**src/rtl/dps_pkg.sv**
```systemverilog
package dps_pkg;

    typedef enum logic [1:0] {
        LS_SE0 = 2'b00,
        LS_J   = 2'b01,
        LS_K   = 2'b10,
        LS_SE1 = 2'b11
    } line_e;

    typedef enum logic [1:0] {
        SPD_LOW  = 2'b00,
        SPD_FULL = 2'b01,
        SPD_HIGH = 2'b10
    } speed_e;

    typedef enum logic [2:0] {
        SQ_UNPLUGGED = 3'd0,
        SQ_READY     = 3'd1,
        SQ_RESET     = 3'd2,
        SQ_DEVCHIRP  = 3'd3,
        SQ_HUBCHIRP  = 3'd4,
        SQ_TAIL      = 3'd5
    } seq_state_e;

endpackage

```
**src/rtl/dps_hold_cnt.sv**
```systemverilog
// Counts ticks while a condition holds continuously; sticks at the limit.
module dps_hold_cnt #(
    parameter int LIMIT = 5
) (
    input  logic clk,
    input  logic rst_n,
    input  logic tick,
    input  logic match,
    output logic hit
);
    localparam int W = $clog2(LIMIT + 1);
    localparam logic [W-1:0] LIM = W'(LIMIT);

    logic [W-1:0] cnt_q;

    always_ff @(posedge clk or negedge rst_n) begin
        if (!rst_n) begin
            cnt_q <= '0;
        end else if (!match) begin
            cnt_q <= '0;
        end else if (tick && (cnt_q != LIM)) begin
            cnt_q <= cnt_q + 1'b1;
        end
    end

    assign hit = (cnt_q == LIM);

endmodule

```
**src/rtl/dps_len_clamp.sv**
```systemverilog
// Limits a requested reset length to the legal window.
module dps_len_clamp #(
    parameter int LW      = 16,
    parameter int MIN_LEN = 20000,
    parameter int MAX_LEN = 40000
) (
    input  logic [LW-1:0] req_len,
    output logic [LW-1:0] use_len
);
    localparam logic [LW-1:0] LO = LW'(MIN_LEN);
    localparam logic [LW-1:0] HI = LW'(MAX_LEN);

    always_comb begin
        if (req_len < LO) begin
            use_len = LO;
        end else if (req_len > HI) begin
            use_len = HI;
        end else begin
            use_len = req_len;
        end
    end

endmodule

```
**src/rtl/dsport_reset_seq.sv**
```systemverilog
module dsport_reset_seq
    import dps_pkg::*;
#(
    parameter int FILT_TK    = 5,
    parameter int DISC_TK    = 4,
    parameter int CHIRP_TK   = 100,
    parameter int GUARD_TK   = 400,
    parameter int RST_MIN_TK = 20000,
    parameter int RST_MAX_TK = 40000,
    localparam int LW        = $clog2(RST_MAX_TK + 1)
) (
    input  logic          clk,
    input  logic          rst_n,
    input  logic          tick,
    input  logic [1:0]    line_st,
    input  logic          env_disc,
    input  logic          rst_cmd,
    input  logic [LW-1:0] rst_len,
    output logic          drv_en,
    output logic [1:0]    drv_st,
    output logic          conn,
    output logic          done,
    output logic [1:0]    speed
);
    localparam int CTW = $clog2(CHIRP_TK + 1);
    localparam logic [CTW-1:0] CHIRP_END = CTW'(CHIRP_TK);
    localparam int SPAN = CHIRP_TK + GUARD_TK;

    typedef struct packed {
        seq_state_e     st;
        logic [LW-1:0]  rt;
        logic [LW-1:0]  len;
        logic [CTW-1:0] ct;
        logic           kj;
        logic [1:0]     spd;
        logic           conn;
        logic           done;
    } seq_t;

    seq_t q, d;

    logic           in_reset;
    logic           attach_hit, gone_hit, chirp_hit;
    logic           attach_m, gone_m, chirp_m;
    logic [LW-1:0]  len_c;
    logic [LW-1:0]  rt_inc;
    logic [CTW-1:0] ct_inc;
    logic           room;

    assign in_reset = (q.st == SQ_RESET) || (q.st == SQ_DEVCHIRP) ||
                      (q.st == SQ_HUBCHIRP) || (q.st == SQ_TAIL);

    assign attach_m = (q.st == SQ_UNPLUGGED) &&
                      ((line_st == LS_J) || (line_st == LS_K));
    assign gone_m   = in_reset ? env_disc :
                      ((q.st == SQ_READY) && (line_st == LS_SE0));
    assign chirp_m  = (q.st == SQ_RESET) && (line_st == LS_K);

    dps_hold_cnt #(.LIMIT(FILT_TK)) u_attach (
        .clk(clk), .rst_n(rst_n), .tick(tick), .match(attach_m), .hit(attach_hit)
    );
    dps_hold_cnt #(.LIMIT(DISC_TK)) u_gone (
        .clk(clk), .rst_n(rst_n), .tick(tick), .match(gone_m), .hit(gone_hit)
    );
    dps_hold_cnt #(.LIMIT(FILT_TK)) u_chirp (
        .clk(clk), .rst_n(rst_n), .tick(tick), .match(chirp_m), .hit(chirp_hit)
    );

    dps_len_clamp #(.LW(LW), .MIN_LEN(RST_MIN_TK), .MAX_LEN(RST_MAX_TK)) u_clamp (
        .req_len(rst_len), .use_len(len_c)
    );

    assign rt_inc = q.rt + 1'b1;
    assign ct_inc = q.ct + 1'b1;
    // A new chirp may start only if it finishes a full guard before reset end.
    assign room   = (32'(rt_inc) + 32'(SPAN)) <= 32'(q.len);

    always_comb begin
        d      = q;
        d.done = 1'b0;
        case (q.st)
            SQ_UNPLUGGED: begin
                if (attach_hit) begin
                    d.st   = SQ_READY;
                    d.conn = 1'b1;
                end
            end
            SQ_READY: begin
                if (gone_hit) begin
                    d.st   = SQ_UNPLUGGED;
                    d.conn = 1'b0;
                end else if (rst_cmd) begin
                    d.st  = SQ_RESET;
                    d.rt  = '0;
                    d.len = len_c;
                    d.spd = (line_st == LS_K) ? SPD_LOW : SPD_FULL;
                end
            end
            default: begin
                if (gone_hit) begin
                    d.st   = SQ_UNPLUGGED;
                    d.conn = 1'b0;
                end else if (tick && (rt_inc >= q.len)) begin
                    d.st   = SQ_READY;
                    d.done = 1'b1;
                end else begin
                    if (tick) begin
                        d.rt = rt_inc;
                    end
                    case (q.st)
                        SQ_RESET: begin
                            if (chirp_hit) begin
                                d.st = SQ_DEVCHIRP;
                            end
                        end
                        SQ_DEVCHIRP: begin
                            if (line_st != LS_K) begin
                                if (room) begin
                                    d.st  = SQ_HUBCHIRP;
                                    d.ct  = '0;
                                    d.kj  = 1'b0;
                                    d.spd = SPD_HIGH;
                                end else begin
                                    d.st = SQ_TAIL;
                                end
                            end
                        end
                        SQ_HUBCHIRP: begin
                            if (tick) begin
                                if (ct_inc == CHIRP_END) begin
                                    if (room) begin
                                        d.ct = '0;
                                        d.kj = ~q.kj;
                                    end else begin
                                        d.st = SQ_TAIL;
                                    end
                                end else begin
                                    d.ct = ct_inc;
                                end
                            end
                        end
                        default: ;
                    endcase
                end
            end
        endcase
    end

    always_ff @(posedge clk or negedge rst_n) begin
        if (!rst_n) begin
            q <= '0;
        end else begin
            q <= d;
        end
    end

    assign drv_en = in_reset;
    assign drv_st = (q.st == SQ_HUBCHIRP) ? (q.kj ? LS_J : LS_K) : LS_SE0;
    assign conn   = q.conn;
    assign done   = q.done;
    assign speed  = q.spd;

endmodule

```
**config.mk**
```make
export PLATFORM = sky130hd
export DESIGN_NAME = dsport_reset_seq
export DESIGN_NICKNAME = d
export VERILOG_FILES = /design/src/rtl/dps_pkg.sv /design/src/rtl/dps_hold_cnt.sv /design/src/rtl/dps_len_clamp.sv /design/src/rtl/dsport_reset_seq.sv
export SDC_FILE = /design/constraint.sdc
export NUM_CORES = 1
export LEC_CHECK = 0
export BUFFER_PORTS_ARGS = -buffer_cell sky130_fd_sc_hd__buf_4
export CAP_MARGIN = 30
export CORE_MARGIN = 10
export CORE_UTILIZATION = 55
export CTS_BUF_LIST = sky130_fd_sc_hd__clkbuf_4
export DETAILED_ROUTE_END_ITERATION = 6
export HOLD_SLACK_MARGIN = 0.15
export PLACE_DENSITY = 0.8
export SYNTH_ARGS = -nofsm -noshare
export SYNTH_HDL_FRONTEND = slang
export SYNTH_SLANG_ARGS = --single-unit
```
**constraint.sdc**
```tcl
create_clock -name clk -period 10.3 [get_ports clk]
set_input_delay 3.09 -clock clk [delete_from_list [all_inputs] [get_ports clk]]
set_output_delay 3.09 -clock clk [all_outputs]
set_load 0.03 [all_outputs]
```
==> metrics.sh, run 1 <==
GRT-OVFL-TOTAL=0
MAXIMUM_NUMBER_OF_PINS_ON_ONE_NET_BEFORE_GLOBAL_ROUTE_REPAIR=57
CTS_REPAIR_RESIZE_COUNT=0
FIN_TNS_SETUP_NS=0
SYNTH_FLOP_CELL='dfrtp_1'
POST_CTS_SETUP_BUFS=0
CLOCKBUFFERDEPTH=2
ROUTE.FINAL.WIRE_LENGTH_MM=9.449
DESIGN_AREA_SQ_UM=4472
SYNTH-EDFF-COUNT=0
YS_TYPES=59
ROUTE.VIAS.TOTAL=3579
CLOCK_TREE.HTREE_LEVEL_COUNT=2
DR.FIRST_ITER.DRC_COUNT=239
ANTENNA_CELLS_INSERTED=0
CLOCK_SKEW_NS=0.01532
GLOBAL_ROUTE_WIRE_LENGTH_BEFORE_REPAIR_MM=16.39
ROUTABILITYCONGESTION=0.9266
VIASPERCELL=5.955
FP.DIEH_MICRONS=106.3
LAYOUT_SETUP_WS_NS=5.149
GLOBAL_ROUTE.USAGE.TOTAL_PCT=17.08
CTS_HOLD_BUFFERS=0
ANTENNA_FOUND_INITIAL=0
R2R_SETUP_SLACK_NS=5.15
CLK_PIN_SLEW_WORST_PATHS_NS=0.17
SYNTH.LARGEST_AREA_CELL='dfrtp_1'
FINALSETUPVIOLATIONS=0
BOUNDARY_PIN_COUNT=30
RR_WORST_DEPTH=16
PORT_BUFFERS=29
SYNTHTOPCELLSBYCOUNT='56 x dfrtp_1, 52 x nand2_1, 42 x ha_1, 41 x inv_1, 41 x o21ai_0'
WORST_HOLD_PATH.NUM_CELLS=1
CELL_AREA_AFTER_TECHNOLOGY_MAPPING_SQ_UM=4096
MAX-CAP-VIOLATIONS=0
SYNTH.TOP_CELLS.BY_AREA='dfrtp_1 34%, ha_1 13%, o21ai_0 5.0%, nand2_1 4.8%, inv_1 3.8%'
R2R_START='q[28]'
CLOCK-ROOT-BUFFER='clkbuf_4'
YS_WARN_COUNT=0
REQUIRED_NS=10.59
INITIAL_UTILIZATION_PCT=56.48
FMAX_GHz=0.1941
FIRST_GLOBAL_VIAS=3533
WORSTHOLDPATHTYPE='register to register'
LAYOUT_WORST_PATH_CYCLE_SHARE_PCT=50.01
CLK_LATENCY_NS=0.39
SLEW_VIOLATIONS=0
P_LEAK_nW=2.082
SYNTHESIZED_INSTANCE_COUNT=476
AREA_SHARE_OF_THE_LARGEST_CELL_TYPE_AFTER_SYNTHESIS_PCT=34.21
TRITONCTS.NUM_BUFFERS=5
DETAIL_ROUTE.FIRST_PASS.ITERATIONS=4
RSZ0062_AT_GRT='false'
LAYOUT_MIN_CYCLE_TIME_NS=5.151
FINISH.NET_COUNT=566
POWER_DENSITY_nW_PER_UM2=169.4
N_FILL_CELL=631
ROW_COUNT=31
POSTLAYOUTCOREUTIL_PCT=61.65
SYNTH.NET_COUNT=541
MIN_TO='q[11]'
AREAGROWTHSYNTHTOFINISH_PCT=9.163
POST_ROUTE_CELLS_DRIVE_ABOVE_1_SHARE_PCT=10.96
ANTENNA_VIOLATING_NETS_POST_ROUTE=0
CRITPATHARRIVALTIME_NS=5.44
POSTPLACECELLAREA_SQ_UM=4387
POWER_mW=0.7573
R2R_END='q[45]'
TIMING_WORST_SLEW_PIN_VALUE_NS=0.7178
TIMING_HOLD_VIOLATIONS_FINAL=0
REGISTER_BIT_COUNT_REPORTED_BY_YOSYS=56
CRITICAL_PATH_PEAK_FANOUT=9
SYNTH_ASYNC_SR_FLOP_SHARE_PCT=100.0
CRIT_PATH_END_KIND='register'
POST_DRT_WL_PER_CELL_MICRONS=15.72
SYNTH-SEQ-AREA-SHARE_PCT=34.21
DETAILEDPLACE.WORSTSLACK_NS=5.135
DP_HPWL_MM=7.237
MAX_SLEW_MARGIN_PCT=52.15
RUN_STATUS='completed'
HOLDCRITSTARTPOINT='q[11]'
DIE_AREA_SQ_UM=11300
SYN_AVG_CELL_AREA_SQ_UM=8.606
CRITICALPATHCATEGORY='register to register'
IR_WORST_VDD_mV=0.1170
CLOCK_SINKS=56
TRITONCTS_CLOCK_TREE='done'
SETUP.WORST_PATH.START_CLASS='register'
DESIGN.CORE.AREA_SQ_UM=7253
MOST_REPEATED_CELL_IN_THE_GATE_LEVEL_NETLIST_AFTER_SYNTHESIS='dfrtp_1'
DIE_W_MICRONS=106.3
REMAINING_DRC_ERRORS=0
==> kinds of logic (layout without fill, tap and decap cells) <==
group / count (synthesis) / in the layout / share of synthesized area, %
compound gates: 124 / 124 / 20.50
xor+xnor: 23 / 23 / 4.917
fa+ha+maj: 42 / 42 / 12.83
buf+inv: 55 / 81 / 5.467
flops: 56 / 56 / 34.21
mux: 2 / 2 / 0.6108
simple gates: 174 / 174 / 21.47
==> registers in the layout, indices dropped and copies added (netlist names) <==
name            cells
u_gone.cnt_q        3
u_chirp.cnt_q       3
u_attach.cnt_q      3
conn                1
done                1
q                  43
speed               2
==> per-stage QoR <==
step	hold slack [ns]	cells
after floorplan	0.4449	476
after global placement	0.4662	593
after detailed placement	0.4742	593
after CTS	0.4998	601
after global routing	0.5296	601
final	0.5034	601
==> layer usage <==
layer  vias to the layer above  part of all wire [%]  global-route usage, %
met5                         -                     0                      0
met4                         0                   1.4                  4.836
met3                        13                   4.0                  2.717
met2                        82                    50                  29.73
met1                      1710                    45                  21.33
li1                       1774                     -                      -
==> where the power goes <==
group / leakage (nW) / switching [mW] / total [mW] / internal (mW)
clock network: 0.0454 / 0.0732 / 0.125 / 0.0521
logic: 1.31 / 0.192 / 0.330 / 0.138
registers: 0.730 / 0.0389 / 0.302 / 0.263
==> critical path, cell delays in order, from the launching register on <==
cell	delay [ns]
dfrtp_1	0.56
ha_1	0.42
nand2_1	0.17
or4_1	0.52
a222oi_1	0.38
o31a_2	0.28
and3_1	0.19
xor2_1	0.16
ha_1	0.26
nand4_1	0.14
nor2_1	0.07
a2111oi_0	0.50
o311ai_0	0.33
a32oi_4	0.43
a32oi_2	0.11
o211ai_2	0.23
mux2_4	0.32
==> final cells by class <==
cell class	count	area, sq um	area share, %
Multi-Input combinational cell	365	2471	55.26
Sequential cell	56	1401	31.34
Timing Repair Buffer	31	232.7	5.204
Inverter	42	157.7	3.525
Tap cell	99	123.9	2.770
Clock inverter	3	47.55	1.063
Clock buffer	5	37.54	0.8394
==> how the worst max path moves through the flow <==
stage / from / endpoint
after floorplan: rst_len[5] / q[22]
after global placement: rst_len[5] / q[23]
after detailed placement: rst_len[5] / q[15]
after CTS: q[28] / q[45]
after global routing: q[28] / q[8]
final: q[28] / q[45]
==> cell usage in the layout (no fill, tap or decap), types with 2 or more instances in the layout <==
| cell | instances |
|---|---|
| dfrtp_1 | 56 |
| nand2_1 | 52 |
| ha_1 | 42 |
| o21ai_0 | 41 |
| inv_1 | 41 |
| nor2_1 | 31 |
| buf_4 | 31 |
| nand3_1 | 25 |
| a21oi_1 | 23 |
| xnor2_1 | 17 |
| and2_1 | 13 |
| nor3_1 | 11 |
| o31ai_1 | 10 |
| nand4_1 | 8 |
| a22o_1 | 7 |
| xor2_1 | 6 |
| a211oi_1 | 6 |
| a22oi_1 | 6 |
| or3_1 | 5 |
| clkbuf_4 | 5 |
| or4_1 | 4 |
| and3_1 | 3 |
| o211ai_1 | 3 |
| a31oi_1 | 3 |
| nand2b_1 | 3 |
| and4b_1 | 3 |
| and4_1 | 2 |
| nor4_1 | 2 |
| or3b_2 | 2 |
| o21a_1 | 2 |
| a41oi_1 | 2 |
| nor3b_1 | 2 |
| a21bo_2 | 2 |
| nor2b_1 | 2 |
| o211ai_2 | 2 |
| o41ai_1 | 2 |
| o22ai_1 | 2 |
| or2_2 | 2 |
| clkinv_4 | 2 |
No activity file was read; power rests on OpenSTA's default activity.
==> inputs of run 2 (changes only) <==
Settings changed: PLACE_DENSITY 0.8 to 0.83.
Clock period 10.3 ns to 4.7 ns, I/O delays scaled along.
==> run 2 against run 1 <==
Against the previous run:
- die area unchanged
- register-to-register slack got worse by 4.9 ns
- global-route usage about the same
- combinational power increased by 130%
- count of clock-buffer cells in the layout increased by 1
- clock skew decreased by 0.0018 ns
- utilization increased by 1.1 points
- wire length increased by 3.1%
- clock power increased by 120%
- critical path depth increased by 1
- critical endpoint is now q[8]
- largest cell class unchanged
- largest power group unchanged
==> metrics.sh, run 2 (same netlist as run 1, synthesis figures left out) <==
RUN_STATUS='completed'
LAYOUT_MIN_CYCLE_TIME_NS=4.467
WORSTHOLDPATHTYPE='register to register'
POST_DRT_WL_PER_CELL_MICRONS=16.02
BOUNDARY_PIN_COUNT=30
ANTENNA_VIOLATING_NETS_POST_ROUTE=0
DR.FIRST_ITER.DRC_COUNT=172
MAX-CAP-VIOLATIONS=0
DIE_W_MICRONS=106.3
PATH_DEPTH=17
TOP_REGISTER='q'
VIASPERCELL=6.030
CP_COMMON_CELL='a21oi_1'
GLOBALROUTEMET3UTIL_PCT=2.838
TIMING.CRITICAL_PATH.SLOWEST_STAGE_CELL='dfrtp_1'
POWER_mW=1.698
FIRST_GLOBAL_VIAS=3576
CLOCK_SINKS=56
CRITICAL_PATH_PEAK_FANOUT=9
LAYOUT_WORST_PATH_CYCLE_SHARE_PCT=95.04
POST_CTS_SETUP_BUFS=0
GRT-BUSIEST-LAYER='met2'
ROUTABILITYCONGESTION=0.9695
GLOBAL_ROUTE.USAGE.TOTAL_PCT=17.12
IR_WORST_VDD_mV=0.2273
CLOCKBUFFERDEPTH=2
CLK_LATENCY_NS=0.38
CLOCK_TREE.HTREE_LEVEL_COUNT=2
ROW_COUNT=31
SETUP.WORST_PATH.START_CLASS='register'
REQUIRED_NS=4.98
POWER_DENSITY_nW_PER_UM2=372.9
CLOCK-ROOT-BUFFER='clkbuf_4'
CRITICALPATHCATEGORY='register to register'
DETAILEDPLACE.WORSTSLACK_NS=0.08132
LARGEST_REG_FLOPS=43
SLEW_VIOLATIONS=0
MAX_SLEW_MARGIN_PCT=52.73
REMAINING_DRC_ERRORS=0
MAXIMUM_NUMBER_OF_PINS_ON_ONE_NET_BEFORE_GLOBAL_ROUTE_REPAIR=57
ANTENNA_FOUND_INITIAL=0
WORST_HOLD_PATH.NUM_CELLS=1
PATH_DELAY_FAMILY='compound AO/OA/AOI/OAI gates'
PORT_BUFFERS=29
ROUTE.VIAS.TOTAL=3666
FP.DIEH_MICRONS=106.3
CLOCK_SKEW_NS=0.01355
TIMING_HOLD_VIOLATIONS_FINAL=0
DP_HPWL_MM=7.552
DETAIL_ROUTE.FIRST_PASS.ITERATIONS=7
CRIT_PATH_END_KIND='register'
GLOBAL_ROUTE_WIRE_LENGTH_BEFORE_REPAIR_MM=16.44
CP.BUFFERS_INVERTERS=2
GLOBALROUTEMET1UTIL_PCT=20.45
ROUTE.FINAL.WIRE_LENGTH_MM=9.743
CRITPATHMAXSTAGEDELAY_NS=0.54
LAYOUT_SETUP_WS_NS=0.2331
DIE_AREA_SQ_UM=11300
GRT-OVFL-TOTAL=0
ANTENNA_CELLS_INSERTED=0
CRITPATHARRIVALTIME_NS=4.75
TRITONCTS_CLOCK_TREE='done'
CLK_PIN_SLEW_WORST_PATHS_NS=0.17
INITIAL_UTILIZATION_PCT=56.48
TRITONCTS.NUM_BUFFERS=5
FINISH.NET_COUNT=573
POST_ROUTE_CELLS_DRIVE_ABOVE_1_SHARE_PCT=13.16
FINALSETUPVIOLATIONS=0
USE_MET2_PCT=30.92
DESIGN.CORE.AREA_SQ_UM=7253
CRITICAL_PATH.CELL_CHAIN='ha_4, inv_1, o21ai_0, nand4_1, a21oi_1, a311oi_2, and3_1, xnor2_1, ha_1, a21oi_1, nand2_1, a2111oi_0, o311ai_1, a32oi_4, buf_4, o211ai_2, o41ai_1'
TIMING_WORST_SLEW_PIN_VALUE_NS=0.7090
FMAX_GHz=0.2239
FINAL_COMMON_CELL='dfrtp_1'
AREAGROWTHSYNTHTOFINISH_PCT=11.18
P_LEAK_nW=2.119
RR_WORST_DEPTH=17
MOST-COMMON-LAYOUT-CELLS='54 x dfrtp_1, 52 x nand2_1, 41 x o21ai_0, 41 x inv_1, 41 x ha_1'
-- run 2: layout make-up --
cell class	instances	area, sq um
Clock buffer	6	45.04
Timing Repair Buffer	38	285.3
Fill cell	609	2699
Sequential cell	56	1404
Tap cell	99	123.9
Inverter	42	157.7
Multi-Input combinational cell	365	2504
Clock inverter	2	35.03
-- run 2: worst paths after layout --
check,to,slack [ns],from
worst max-delay path,q[8],0.23,q[29]
worst min-delay path,q[11],0.50,q[11]
worst min register to register,q[11],0.50,q[11]
max in group asynchronous,q[30],3.13,rst_n
worst max register to register,q[8],0.23,q[29]
min in group asynchronous,q[38],1.06,rst_n
-- run 2: repair_timing --
item                       in CTS  in global routing
gates resized for setup         0                  8
hold buffers                    0                  0
setup endpoints to repair       0                 13
-- run 2: power by group --
group	internal (mW)	total (mW)	leakage, nW	switching [mW]
Sequential	0.579	0.666	0.727	0.0875
Clock	0.118	0.271	0.0456	0.154
Combinational	0.322	0.760	1.35	0.439
Total	1.02	1.70	2.12	0.680
-- run 2: through the flow --
stage | util [%] | instances | setup TNS [ns] | instance area, sq um | hold WS [ns]
CTS | 62.31 | 608 | 0 | 4519 | 0.5000
detailed placement | 61.20 | 600 | 0 | 4439 | 0.4738
floorplan | - | 476 | 0 | 4096 | 0.4449
global route | 62.79 | 608 | -0.03224 | 4554 | 0.5415
finish | 62.79 | 608 | 0 | 4554 | 0.5049
global placement | 61.20 | 600 | 0 | 4439 | 0.4669
-- run 2: layer usage --
metal / part of all wire (%) / up-vias
li1: - / 1784
met4: 1.8 / 0
met1: 43 / 1753
met5: 0 / -
met2: 52 / 110
met3: 4.0 / 19
